**src/rtl/dmc_pkg.sv**
```systemverilog
package dmc_pkg;

  localparam int BYTE_OFF_W = 2;
  localparam int WORD_SEL_W = 2;
  localparam int LINE_WORDS = 1 << WORD_SEL_W;
  localparam int BLK_LSB    = BYTE_OFF_W + WORD_SEL_W;

  typedef enum logic [1:0] {
    ST_IDLE   = 2'd0,
    ST_FILL   = 2'd1,
    ST_WRITE  = 2'd2,
    ST_RESUME = 2'd3
  } dmc_state_e;

  // word-aligned address of one beat of a block refill
  function automatic logic [31:0] block_beat_addr_f(input logic [31:2] waddr,
                                                    input logic [1:0]  beat);
    return {waddr[31:4], beat, 2'b00};
  endfunction

  // word-aligned address of a single store
  function automatic logic [31:0] word_addr_f(input logic [31:2] waddr);
    return {waddr, 2'b00};
  endfunction

  // zero-extended byte lane of a word
  function automatic logic [31:0] byte_lane_f(input logic [31:0] word,
                                              input logic [1:0]  off);
    return {24'd0, word[8*off +: 8]};
  endfunction

endpackage

```
**src/rtl/dmc_tag_store.sv**
```systemverilog
module dmc_tag_store #(
  parameter int IDX_W = 4,
  parameter int TAG_W = 24
) (
  input  logic             clk,
  input  logic             rst,
  input  logic [IDX_W-1:0] rd_idx,
  input  logic [TAG_W-1:0] rd_tag,
  output logic             rd_hit,
  input  logic             wr_en,
  input  logic [IDX_W-1:0] wr_idx,
  input  logic [TAG_W-1:0] wr_tag
);
  localparam int LINES = 1 << IDX_W;

  logic [LINES-1:0] valid_q;
  logic [TAG_W-1:0] tag_q [LINES];

  always_ff @(posedge clk) begin
    if (rst) valid_q <= '0;
    else if (wr_en) valid_q[wr_idx] <= 1'b1;
  end

  always_ff @(posedge clk) begin
    if (wr_en) tag_q[wr_idx] <= wr_tag;
  end

  assign rd_hit = valid_q[rd_idx] && (tag_q[rd_idx] == rd_tag);

  AST_RESET_COLD: assert property (@(posedge clk) rst |=> (valid_q == '0));
  AST_FILL_SETS_VALID: assert property (@(posedge clk) disable iff (rst)
    wr_en |=> valid_q[$past(wr_idx)]);

endmodule

```
**src/rtl/dmc_data_store.sv**
```systemverilog
module dmc_data_store #(
  parameter int IDX_W  = 4,
  parameter int WORD_W = 32
) (
  input  logic              clk,
  input  logic [IDX_W-1:0]  rd_idx,
  input  logic [1:0]        rd_word,
  output logic [WORD_W-1:0] rd_data,
  input  logic              wr_en,
  input  logic [IDX_W-1:0]  wr_idx,
  input  logic [1:0]        wr_word,
  input  logic [WORD_W-1:0] wr_data
);
  import dmc_pkg::*;
  localparam int LINES = 1 << IDX_W;

  logic [WORD_W-1:0] bank_rd [LINE_WORDS];

  // one storage bank per word position; a write touches one bank only
  for (genvar w = 0; w < LINE_WORDS; w++) begin : g_bank
    logic [WORD_W-1:0] bank_q [LINES];
    logic              bank_we;
    assign bank_we = wr_en && (wr_word == 2'(w));
    always_ff @(posedge clk) begin
      if (bank_we) bank_q[wr_idx] <= wr_data;
    end
    assign bank_rd[w] = bank_q[rd_idx];
  end

  assign rd_data = bank_rd[rd_word];

endmodule

```
**src/rtl/dmc_ctrl.sv**
```systemverilog
module dmc_ctrl #(
  parameter int IDX_W = 4,
  parameter int TAG_W = 24,
  parameter int CNT_W = 16
) (
  input  logic             clk,
  input  logic             rst,
  input  logic             cpu_req,
  input  logic             cpu_we,
  input  logic [31:2]      cpu_waddr,
  input  logic [31:0]      cpu_wdata,
  input  logic             lookup_hit,
  output logic             cpu_stall,
  output logic             mem_req,
  output logic             mem_we,
  output logic [31:0]      mem_addr,
  output logic [31:0]      mem_wdata,
  input  logic [31:0]      mem_rdata,
  input  logic             mem_ack,
  output logic             tag_wr_en,
  output logic [IDX_W-1:0] line_wr_idx,
  output logic [TAG_W-1:0] line_wr_tag,
  output logic             data_wr_en,
  output logic [1:0]       data_wr_word,
  output logic [31:0]      data_wr_data,
  output logic [CNT_W-1:0] hit_count,
  output logic [CNT_W-1:0] miss_count
);
  import dmc_pkg::*;

  dmc_state_e       state_q, state_d;
  logic [31:2]      addr_q;
  logic [31:0]      wdata_q;
  logic             hit_q;
  logic             we_q;
  logic [1:0]       beat_q;
  logic [CNT_W-1:0] hit_cnt_q, miss_cnt_q;

  // named internal events
  logic accept, acc_hit, acc_miss, go_fill, go_write;
  logic fill_beat, fill_last, write_done;

  assign accept     = (state_q == ST_IDLE) && cpu_req;
  assign acc_hit    = accept && lookup_hit;
  assign acc_miss   = accept && !lookup_hit;
  assign go_fill    = accept && !cpu_we && !lookup_hit;
  assign go_write   = accept && cpu_we;
  assign fill_beat  = (state_q == ST_FILL) && mem_ack;
  assign fill_last  = fill_beat && (beat_q == 2'd3);
  assign write_done = (state_q == ST_WRITE) && mem_ack;

  always_comb begin
    state_d = state_q;
    unique case (state_q)
      ST_IDLE:   if (go_fill) state_d = ST_FILL;
                 else if (go_write) state_d = ST_WRITE;
      ST_FILL:   if (fill_last) state_d = ST_RESUME;
      ST_WRITE:  if (write_done) state_d = ST_RESUME;
      ST_RESUME: state_d = ST_IDLE;
      default:   state_d = ST_IDLE;
    endcase
  end

  always_ff @(posedge clk) begin
    if (rst) begin
      state_q <= ST_IDLE;
      beat_q  <= 2'd0;
      addr_q  <= '0;
      wdata_q <= '0;
      hit_q   <= 1'b0;
      we_q    <= 1'b0;
    end else begin
      state_q <= state_d;
      if (accept) begin
        addr_q  <= cpu_waddr;
        wdata_q <= cpu_wdata;
        hit_q   <= lookup_hit;
        we_q    <= cpu_we;
        beat_q  <= 2'd0;
      end else if (fill_beat) begin
        beat_q <= beat_q + 2'd1;
      end
    end
  end

  always_ff @(posedge clk) begin
    if (rst) begin
      hit_cnt_q  <= '0;
      miss_cnt_q <= '0;
    end else begin
      if (acc_hit)  hit_cnt_q  <= hit_cnt_q + CNT_W'(1);
      if (acc_miss) miss_cnt_q <= miss_cnt_q + CNT_W'(1);
    end
  end

  assign hit_count  = hit_cnt_q;
  assign miss_count = miss_cnt_q;

  assign cpu_stall = (accept && (cpu_we || !lookup_hit))
                   || (state_q == ST_FILL) || (state_q == ST_WRITE);

  assign mem_req   = (state_q == ST_FILL) || (state_q == ST_WRITE);
  assign mem_we    = (state_q == ST_WRITE);
  assign mem_addr  = (state_q == ST_WRITE) ? word_addr_f(addr_q)
                                           : block_beat_addr_f(addr_q, beat_q);
  assign mem_wdata = wdata_q;

  assign tag_wr_en    = fill_last;
  assign line_wr_idx  = addr_q[4 +: IDX_W];
  assign line_wr_tag  = addr_q[31 -: TAG_W];
  assign data_wr_en   = fill_beat || (write_done && hit_q);
  assign data_wr_word = (state_q == ST_FILL) ? beat_q : addr_q[3:2];
  assign data_wr_data = (state_q == ST_FILL) ? mem_rdata : wdata_q;

  AST_REQ_HOLD: assert property (@(posedge clk) disable iff (rst)
    (mem_req && !mem_ack) |=> (mem_req && $stable(mem_addr) && $stable(mem_we)));
  AST_FILL_START: assert property (@(posedge clk) disable iff (rst)
    go_fill |=> (mem_req && !mem_we && mem_addr[3:2] == 2'd0));
  AST_FILL_ORDER: assert property (@(posedge clk) disable iff (rst)
    (fill_beat && !fill_last) |=> (mem_req && mem_addr[3:2] == 2'($past(mem_addr[3:2]) + 2'd1)));
  AST_RESUME_HIT: assert property (@(posedge clk) disable iff (rst)
    ((state_q == ST_RESUME) && !we_q && cpu_req && cpu_waddr == addr_q) |-> lookup_hit);
  AST_WRITE_SINGLE: assert property (@(posedge clk) disable iff (rst)
    (mem_req && mem_we && mem_ack) |=> (!mem_req && !cpu_stall));
  AST_CNT_IDLE: assert property (@(posedge clk) disable iff (rst)
    !accept |=> ($stable(hit_cnt_q) && $stable(miss_cnt_q)));
  AST_CNT_STEP: assert property (@(posedge clk) disable iff (rst)
    accept |=> (CNT_W'(hit_cnt_q + miss_cnt_q) == CNT_W'($past(hit_cnt_q + miss_cnt_q) + CNT_W'(1))));

endmodule

```
**src/rtl/dmc_cache_top.sv**
```systemverilog
module dmc_cache_top #(
  parameter int IDX_W = 4,
  parameter int CNT_W = 16
) (
  input  logic             clk,
  input  logic             rst,
  input  logic             cpu_req,
  input  logic             cpu_we,
  input  logic             cpu_byte,
  input  logic [31:0]      cpu_addr,
  input  logic [31:0]      cpu_wdata,
  output logic [31:0]      cpu_rdata,
  output logic             cpu_stall,
  output logic             mem_req,
  output logic             mem_we,
  output logic [31:0]      mem_addr,
  output logic [31:0]      mem_wdata,
  input  logic [31:0]      mem_rdata,
  input  logic             mem_ack,
  output logic [CNT_W-1:0] hit_count,
  output logic [CNT_W-1:0] miss_count
);
  import dmc_pkg::*;
  localparam int TAG_W = 32 - IDX_W - BLK_LSB;

  logic [TAG_W-1:0] look_tag;
  logic [IDX_W-1:0] look_idx;
  logic             lookup_hit;
  logic             tag_wr_en;
  logic [IDX_W-1:0] line_wr_idx;
  logic [TAG_W-1:0] line_wr_tag;
  logic             data_wr_en;
  logic [1:0]       data_wr_word;
  logic [31:0]      data_wr_data;
  logic [31:0]      sel_word;

  assign look_tag = cpu_addr[31 -: TAG_W];
  assign look_idx = cpu_addr[BLK_LSB +: IDX_W];

  dmc_tag_store #(.IDX_W(IDX_W), .TAG_W(TAG_W)) tags_i (
    .clk    (clk),
    .rst    (rst),
    .rd_idx (look_idx),
    .rd_tag (look_tag),
    .rd_hit (lookup_hit),
    .wr_en  (tag_wr_en),
    .wr_idx (line_wr_idx),
    .wr_tag (line_wr_tag)
  );

  dmc_data_store #(.IDX_W(IDX_W), .WORD_W(32)) data_i (
    .clk     (clk),
    .rd_idx  (look_idx),
    .rd_word (cpu_addr[3:2]),
    .rd_data (sel_word),
    .wr_en   (data_wr_en),
    .wr_idx  (line_wr_idx),
    .wr_word (data_wr_word),
    .wr_data (data_wr_data)
  );

  dmc_ctrl #(.IDX_W(IDX_W), .TAG_W(TAG_W), .CNT_W(CNT_W)) ctrl_i (
    .clk          (clk),
    .rst          (rst),
    .cpu_req      (cpu_req),
    .cpu_we       (cpu_we),
    .cpu_waddr    (cpu_addr[31:2]),
    .cpu_wdata    (cpu_wdata),
    .lookup_hit   (lookup_hit),
    .cpu_stall    (cpu_stall),
    .mem_req      (mem_req),
    .mem_we       (mem_we),
    .mem_addr     (mem_addr),
    .mem_wdata    (mem_wdata),
    .mem_rdata    (mem_rdata),
    .mem_ack      (mem_ack),
    .tag_wr_en    (tag_wr_en),
    .line_wr_idx  (line_wr_idx),
    .line_wr_tag  (line_wr_tag),
    .data_wr_en   (data_wr_en),
    .data_wr_word (data_wr_word),
    .data_wr_data (data_wr_data),
    .hit_count    (hit_count),
    .miss_count   (miss_count)
  );

  assign cpu_rdata = cpu_byte ? byte_lane_f(sel_word, cpu_addr[1:0]) : sel_word;

  AST_BYTE_ZEXT: assert property (@(posedge clk) disable iff (rst)
    (cpu_req && cpu_byte && !cpu_we) |-> (cpu_rdata[31:8] == 24'd0));
  AST_NO_REQ_NO_STALL: assert property (@(posedge clk) disable iff (rst)
    (!cpu_req && !mem_req) |-> !cpu_stall);

endmodule

```
**config.mk**
```make
export PLATFORM = sky130hd
export DESIGN_NAME = dmc_cache_top
export DESIGN_NICKNAME = d
export VERILOG_FILES = /design/src/rtl/dmc_pkg.sv /design/src/rtl/dmc_tag_store.sv /design/src/rtl/dmc_data_store.sv /design/src/rtl/dmc_ctrl.sv /design/src/rtl/dmc_cache_top.sv
export SDC_FILE = /design/constraint.sdc
export NUM_CORES = 2
export LEC_CHECK = 0
export CORE_MARGIN = 2
export CORE_UTILIZATION = 43
export DETAILED_ROUTE_END_ITERATION = 10
export DONT_BUFFER_PORTS = 1
export GPL_TIMING_DRIVEN = 0
export HOLD_SLACK_MARGIN = 0.15
export SETUP_SLACK_MARGIN = 0.15
export SLEW_MARGIN = 10
export SYNTH_ARGS = -nofsm -noshare
export SYNTH_HDL_FRONTEND = slang
export SYNTH_HIERARCHICAL = 1
export SYNTH_SLANG_ARGS = --single-unit
```
**constraint.sdc**
```tcl
create_clock -name clk -period 5.2 [get_ports clk]
set_input_delay 0.26 -clock clk [delete_from_list [all_inputs] [get_ports clk]]
set_output_delay 0.26 -clock clk [all_outputs]
set_load 0.05 [all_outputs]
```
==> summary.md <==
| Metric | Value |
|---|---|
| Post-Syn Area | slightly below 100000 um2 |
| #FFs+latches synth | between 2000 and 3000 |
| Reg2reg setup slack | about 0.28 ns |
| Register area share after synthesis | approximately three quarters |
| PD cells | roughly 420 nW/um2 |
| Unrepaired setup endpoints after global routing | no |
| Final clock skew | 0.0875 ns |
| Reg-to-Reg Start | ctrl_i/state_q[1]$_SDFFE_PP0P_ |
| Finished Cell Area | between 100000 and 150000 um2 |
| Drt wl/cell | 36.9 um |
| Fmax | 190 MHz |
| Hold Violations, Final | 0 |
| Critical-path cell list | clkbuf_1, clkbuf_1, mux4_2, o221ai_1, o22ai_1, and3_1, mux2i_1, a221oi_2 |
| Max Cap Viol | 0 |
| Die height | between 400 and 500 um |
| PortBufs | 0 |
| Initial cell density of the core | about 43% |
| Placed cell count | a little under 8000 |
| First-pass GRT wire length | 430 mm |
| Number of global-route vias before repair | about 53000 |
| Initial antenna violation count | 31 |
| DP HPWL | 212 mm |
| Post-synth EDFFs | about 2400 |
| Leading area contributor after synthesis | edfxtp_1 |
| Setup ws final | -0.0546 ns |
| Vias | between 50000 and 60000 |
| Top cells by count, synth | edfxtp_1, mux4_2, nand2_1, nor2_1, clkbuf_1 |
| DRC viols | 0 |
| Clock Tree Root | clkbuf_16 |
| Most common cell on crit path | clkbuf_1 |
| CTS tree | done |
| Antenna Nets Post-Route | 0 |
| Worst Setup SP | cpu_addr[6] |
| Clock power share | 37.5% |
| Internal power | 36600 uW |
| Yosys cell types | between 70 and 80 |
| Setup crit end kind | output pin |
| Combinational power share | 12.3% |
| Status | finished with violations |
| Delay-heaviest family, CP | compound AO/OA/AOI/OAI gates |
| CP max FO | 10 |
| Worst-Skew Late Latency | 0.97 ns |
| Normalized max-slew margin | 9.59% |
| Final setup violation count | 2 |
| Setup_tns | -0.0829 ns |
| Synthesized area per cell | between 20 and 25 um2 |
| Total Wirelength | around 320 mm |
| Worst-Margin Slew | roughly 1.3 ns |
| Buf+Inv Stages, Crit Path | 2 |
| Layout cell share with drive strength beyond 1 | 26.6% |
| Total CTS buffers | roughly 280 |
| Clock Pin Slew Worst Setup and Hold Paths | about 0.06 ns |
| Final worst path period need | roughly 5.3 ns |
| Gp weighted congestion | roughly 0.89 |
| Clk sinks | 2547 |
| Core Region | about 230000 um2 |
| Reg power frac | around half |
| Synth warn | 6 |
| Top cells by area, synth | edfxtp_1, mux4_2, dfxtp_1 |
| Vias per std cell | about 6.3 |
| Post-route insts no fill | roughly 8600 |
| Failing checks | negative setup slack |
| Switching share of power | 25.7% |
| 1st-pass router iterations | 6 |
| Final slew viol count | 0 |
| Mapped Cells | roughly 4700 |
| Detailed Route Iter0 Violations | 8722 |
| Worst-case reg-to-reg path depth | 12 |
| Setup crit end | cpu_rdata[3] |
| CTS max path bufs | 4 |
| Min-Delay Path Class | in -> reg |
| Fill cell count | approximately 18000 |
| # rows | roughly 180 |
| DP Worst Slack | -0.286 ns |
| Max IR drop VDD | around 0.63 mV |
| Critical path startpoint category | primary input |
| Pin count of the biggest net entering global routing | between 60 and 70 |
| Nets@finish | about 5500 |
| Hold_sp | mem_rdata[26] |
| Crit path kind | in -> out |
| Leakage | between 0.03 and 0.04 uW |
| Slowest cell on the critical path | o22ai_1 |
| H-tree depth | 5 |
| Max incr delay on CP | approximately 0.93 ns |
| Capturing point of the worst reg2reg path | data_i/g_bank[0].bank_q[6][17]$_DFFE_PP_ |
| Overflow after GRT | 0 |
| Logic depth of the worst path, buffers included | 8 |
| Post-synth top area share | 73.9% |
| Final worst path period share | 101% |
| Ys flop type | edfxtp_1 |
| CP Data Arrival Time | ~5.0 ns |
| Hold Slack | roughly 0.2 ns |
| Most frequent cell after synthesis | edfxtp_1 |
| Async SR Flop Fraction | 0% |
| Post-placement cell area | 106000 um2 |
| Gr usage total | about a quarter |
| Synth-to-layout area growth | 18.0% |
| Psw | ~13000 uW |
| CP required | slightly below 5 ns |
| Die ar. | around 230000 um2 |
| I/O pin cnt | between 200 and 250 |
| Die width | approximately 480 um |
[metrics by stage]
stage / total power (uW) / util (%)
after floorplan: 28100 / -
after global placement: 30400 / 45.0
after detailed placement: 30800 / 46.6
after CTS: 49400 / 51.1
after global routing: 50600 / 51.2
final: 49300 / 51.2
[cell usage in the layout, fill, tap and decap left out, drive strengths merged, types with 11 or more instances in the layout]
cell type / instances
clkbuf: 485
mux4: 609
a211oi: 29
o21ai: 22
o221ai: 53
nand2: 209
and3: 32
nand3: 83
a22oi: 96
nand2b: 11
mux2i: 64
xnor2: 28
clkinv: 78
dlygate4sd3: 190
a221oi: 12
nor3: 16
dfxtp: 115
nor2: 155
a21oi: 109
mux2: 64
inv: 30
nand4: 15
o22ai: 68
buf: 337
edfxtp: 2432
bufinv: 13
xor2: 21
nor2b: 69
[per-layer routing]
| layer | track usage, % | wire length (um) | part of all wire (%) |
|---|---|---|---|
| met1 | 36.2 | 120000 | 38 |
| met2 | 40.6 | 143000 | 45 |
| met3 | 9.09 | 41000 | 13 |
| met4 | 8.48 | 11500 | 3.6 |
| met5 | 0 | 78 | 0.025 |
[logic make-up after synthesis]
kind of cell / after synthesis / share of synthesized area [%]
XOR/XNOR: 49 / 0.434
AND/OR/NAND/NOR: 644 / 3.12
multiplexers: 737 / 15.3
other: 1 / 0.00380
buffers and inverters: 338 / 1.90
adder cells (fa/ha/maj): 6 / 0.0760
AO/OA/AOI/OAI: 422 / 2.95
flip-flops: 2547 / 76.3
[timing repair]
action	4_1_cts	5_1_grt
resized for setup	9	3
endpoints found under the hold margin	701	36
hold buffers	187	3
cloned	0	0
buffers inserted	3	2
setup endpoints to repair	967	375
pin swaps	4	1
[flip-flops by register name, indices dropped and copies added, names as in the netlist]
| name | flops |
|---|---|
| tags_i/tag_q | 384 |
| tags_i/valid_q | 16 |
| ctrl_i/hit_count | 16 |
| ctrl_i/hit_q | 1 |
| ctrl_i/miss_count | 16 |
| ctrl_i/mem_wdata | 32 |
| ctrl_i/state_q | 2 |
| ctrl_i/addr_q | 30 |
| data_i/g_bank.bank_q | 2048 |
| ctrl_i/beat_q | 2 |
[how the worst min path moves through the flow]
| stage | endpoint | cells past startpoint | slack [ns] |
|---|---|---|---|
| floorplan | ctrl_i/addr_q[2]$_SDFFE_PP0N_ | 2 | 0.40 |
| global placement | ctrl_i/mem_wdata[25]$_SDFFE_PP0N_ | 2 | 0.40 |
| detailed placement | ctrl_i/mem_wdata[11]$_SDFFE_PP0N_ | 2 | 0.40 |
| CTS | ctrl_i/hit_count[1]$_SDFFE_PP0P_ | 7 | 0.15 |
| global route | data_i/g_bank[2].bank_q[13][26]$_DFFE_PP_ | 1 | 0.19 |
| finish | data_i/g_bank[2].bank_q[13][26]$_DFFE_PP_ | 1 | 0.20 |
[power groups by stage]
stage	registers (uW)	clock network, uW	logic, uW
after CTS	24800	18700	5890
after global placement	25300	0	5150
after detailed placement	25200	0	5600
after floorplan	25100	0	2970
after global routing	24800	19600	6280
final	24800	18500	6060
[layout make-up]
type                            count  area, um2  share of cell area (%)
Antenna cell                        9       22.5                  0.0193
Buffer                            312       1790                    1.54
Clock buffer                      363       7460                    6.40
Clock inverter                     98        813                   0.697
Inverter                           25       93.8                  0.0805
Multi-Input combinational cell   1860      22400                    19.2
Sequential cell                  2547      75300                    64.6
Tap cell                         3009       3760                    3.23
Timing Repair Buffer              337       4960                    4.25
(Power assumes the default switching activity.)
